--- src/rtl/cla2_adder.sv ---
module cla2_adder #(
  parameter int WIDTH      = 32,
  parameter int BLK        = 8,
  parameter int CARRY_MODE = 0
) (
  input  logic [WIDTH-1:0] a,
  input  logic [WIDTH-1:0] b,
  input  logic             ci,
  output logic [WIDTH-1:0] sum,
  output logic             co,
  output logic             ovf
);
  localparam int NBLK = WIDTH / BLK;

  function automatic logic carry_sop(input logic [WIDTH-1:0] gv,
                                     input logic [WIDTH-1:0] pv,
                                     input logic cin, input int n);
    logic acc, term;
    acc = 1'b0;
    for (int j = 0; j < WIDTH; j++) begin
      if (j < n) begin
        term = gv[j];
        for (int m = 0; m < WIDTH; m++)
          if (m > j && m < n) term = term & pv[m];
        acc = acc | term;
      end
    end
    term = cin;
    for (int m = 0; m < WIDTH; m++)
      if (m < n) term = term & pv[m];
    return acc | term;
  endfunction

  logic [WIDTH-1:0] g, p, cbit;
  logic [NBLK-1:0]  grp_g, grp_p;
  logic [NBLK:0]    blk_c;

  assign g = a & b;
  assign p = a | b;
  assign blk_c[0] = ci;

  for (genvar j = 0; j < NBLK; j++) begin : g_blk
    logic [BLK-1:0] bg, bp, cc;
    assign bg = g[j*BLK +: BLK];
    assign bp = p[j*BLK +: BLK];
    assign grp_p[j] = &bp;
    assign grp_g[j] = carry_sop(WIDTH'(bg), WIDTH'(bp), 1'b0, BLK);
    assign cc[0] = blk_c[j];
    for (genvar k = 1; k < BLK; k++) begin : g_bit
      assign cc[k] = carry_sop(WIDTH'(bg), WIDTH'(bp), blk_c[j], k);
    end
    assign cbit[j*BLK +: BLK] = cc;

    if (CARRY_MODE == 0) begin : g_look
      assign blk_c[j+1] = carry_sop(WIDTH'(grp_g), WIDTH'(grp_p), ci, j + 1);
    end else begin : g_rip
      assign blk_c[j+1] = grp_g[j] | (grp_p[j] & blk_c[j]);
    end
  end

  assign sum = a ^ b ^ cbit;
  assign co  = blk_c[NBLK];
  assign ovf = cbit[WIDTH-1] ^ blk_c[NBLK];
endmodule

--- config.mk ---
export PLATFORM = sky130hd
export DESIGN_NAME = cla2_adder
export DESIGN_NICKNAME = d
export VERILOG_FILES = /design/src/rtl/cla2_adder.sv
export SDC_FILE = /design/constraint.sdc
export NUM_CORES = 1
export LEC_CHECK = 0
export ABC_AREA = 1
export BUFFER_PORTS_ARGS = -buffer_cell sky130_fd_sc_hd__buf_2
export CELL_PAD_IN_SITES_DETAIL_PLACEMENT = 0
export CELL_PAD_IN_SITES_GLOBAL_PLACEMENT = 1
export CORE_MARGIN = 8
export CORE_UTILIZATION = 35
export DETAILED_ROUTE_END_ITERATION = 10
export PLACE_DENSITY = 0.86
export SLEW_MARGIN = 30
export SYNTH_ARGS = -nofsm -noshare
export SYNTH_HDL_FRONTEND = slang
export SYNTH_SLANG_ARGS = --single-unit
--- constraint.sdc ---
create_clock -name vclk -period 2.5
set_input_delay 0.375 -clock vclk [all_inputs]
set_output_delay 0.375 -clock vclk [all_outputs]
set_load 0.005 [all_outputs]
==> summary.txt <==
Pwr
  – Switching Fraction: around half
  – P_sw: approximately 0.00041 W
  – Part of the power in registers: 0%
  – Power Dens Cells: around 220 mW/mm2
  – Leakage: between 2 and 2.5 nW
  – Power share of the combinational group: 100.0%
  – Internal power: 0.000423 W
  – Max VDD drop: 0.123 mV
  – Clock power share: 0%

Routing
  – Initial DRC Count: 30
  – Router iterations before antenna repair: 4
  – Antenna-violating nets left: 0
  – Vias per inst: approximately 4.5
  – Drt drc: 0
  – Routed WL: between 6000 and 7000 um
  – Number of vias in the routed layout: roughly 2700
  – Avg WL per Cell: between 10 and 15 um

Layout
  – Synthesis-to-finish area growth: 58.6%
  – Inserted Diodes: 0
  – Multi-input logic area: ~0.0024 mm2
  – Nets: 645
  – Final cell count without fillers: slightly below 600
  – FF+latch count: 0
  – FF+latch area: 0 um2
  – Clock buffers: 0
  – Proportion of layout cells with a drive suffix above 1: 50.4%
  – Filler Cells Inserted: 624

Global routing
  – GRT overflow: 0
  – Antenna violations before repair: 0
  – Total GRT Usage: 11.6%
  – Number of global-route vias before repair: around 2600
  – First-pass GRT wire length: about 10000 um
  – Largest net degree at the start of global routing: 7

Worst setup path
  – Worst-path maximum fanout: 3
  – Worst setup SP type: primary input
  – Class of the most critical setup path: primary input to output pin
  – Worst setup path start: b[5]
  – CP endpoint kind: output pin
  – Worst Path Required: roughly 2.1 ns
  – CP Data Arrival Time: slightly above 2 ns

Flow run
  – Max_cap viols: 0

Synth
  – Mapped Area: between 0.002 and 0.0025 mm2
  – Synthesis Warnings: 0
  – Post-Syn Instances: 376
  – Avg Synthesized Cell Area: 6.48 um2
  – Post-synth top area cell: ha_1
  – Most numerous cell in the Yosys netlist: inv_1
  – Synth unique cells: 33
  – Synth area leaders: ha_1 33%, inv_1 16%, nand2_1 7.9%
  – Post-synthesis sequential area ratio: 0%
  – Area share of the largest cell type after synthesis: about 33%
  – Synth cell count leaders: 107 x inv_1, 64 x ha_1, 51 x nand2_1
  – Post-synth net total: just over 500

Floorplan
  – Starting Density: a little over a third
  – Row cnt: 30
  – Core area: between 0.006 and 0.007 mm2
  – Chip Height: 99.4 um
  – Die area: a little under 0.01 mm2
  – Die Wd: about 100 um
  – I/O pin count: a little under 100

STA
  – Rel. slew slack: between 60% and 70%
  – Tcrit/Tclk final: between 90 and 100%
  – Setup Viol. Count Final: 0
  – Max frequency: 413 MHz
  – Worst-Margin Slew: 0.467 ns
  – Min Tclk post-route: between 2 and 2.5 ns
  – Post-route setup slack: 0.0768 ns
  – Final Hold Slack: between 1 and 1.5 ns
  – Slew Viols, Final: 0
  – Final hold violation count: 0
  – RSZ-0062 raised after global routing: yes

Placed design
  – Placed Instances: 580
  – Placer Congestion: around 0.82
  – DP Worst Slack: -0.0528 ns
  – Port-buffer cells: 99
  – Post-DP HPWL: 5590 um

Min path
  – Hold_sp: b[8]
  – Hold Path Class: primary input to output pin

Clock tree
  – Post-CTS Hold Buffers: 0

Status
  – Outcome: completed
cells by family after synthesis:
kind of cell             after synthesis  share of synthesized area [%]
buffers and inverters                114                           17.6
adder cells (fa/ha/maj)               68                           36.2
AND/OR/NAND/NOR                      138                           28.7
XOR/XNOR                              24                           8.63
AO/OA/AOI/OAI                         32                           8.94
cell type report:
cell class,count,share of cell area (%)
timing repair buffer,134,23.3
tap,80,2.59
multi-input combinational,262,62.5
inverter,114,11.6
worst paths after layout:
kind / to / slack [ns] / cells past startpoint
worst max-delay path: sum[9] / 0.08 / 14
worst min-delay path: sum[8] / 1.10 / 3
critical path: stages:
cell and delay (ns):
buf_6 0.10, inv_4 0.05, ha_4 0.15, inv_4 0.04, nand2_2 0.06, nor2_1 0.04
nand2_1 0.06, nand3_1 0.07, nand2_1 0.08, nand2_2 0.09, or2_4 0.26, fa_1 0.38
xor2_1 0.17, buf_2 0.13
per-layer routing:
metal	vias up	track usage, %	part of all wire (%)
met5	-	0	0
met4	0	0.466	0.93
met1	1205	13.2	41
li1	1404	-	-
met2	53	23.0	55
met3	6	1.54	3.8
cells in the final DEF (no fill, tap or decap), types with 8 or more instances in the layout:
cell type  instances
nor2_4            12
xor2_1            16
ha_4              16
ha_2              12
inv_4              8
nand3_1           17
buf_4             34
buf_2             78
inv_2             23
nor2_1            19
inv_1             83
nand2_1           41
buf_6             20
ha_1              36
nand2_2           24
a21oi_1           10
power groups by stage:
stage          combinational, W  clock, W  sequential [W]
2_1_floorplan          0.000400         0               0
3_3_place_gp           0.000680         0               0
3_5_place_dp           0.000690         0               0
4_1_cts                0.000705         0               0
5_1_grt                0.000934         0               0
6_report               0.000837         0               0
per-stage QoR:
| stage | area, um2 | util [%] | TNS, ns | total power [W] |
|---|---|---|---|---|
| 2_1_floorplan | 2440 | - | 0 | 0.000400 |
| 3_3_place_gp | 3220 | 47.6 | -0.00677 | 0.000680 |
| 3_5_place_dp | 3220 | 47.6 | -0.0567 | 0.000690 |
| 4_1_cts | 3250 | 48.0 | 0 | 0.000705 |
| 5_1_grt | 3860 | 57.2 | -0.161 | 0.000934 |
| 6_report | 3860 | 57.2 | 0 | 0.000837 |
timing repair:
action                                  in CTS  in global routing
resized for setup                            4                144
buffers inserted                             2                  9
pin swaps                                    1                 53
endpoints found under the setup margin       2                 17
Note: power is estimated with default switching activity, not from simulation.
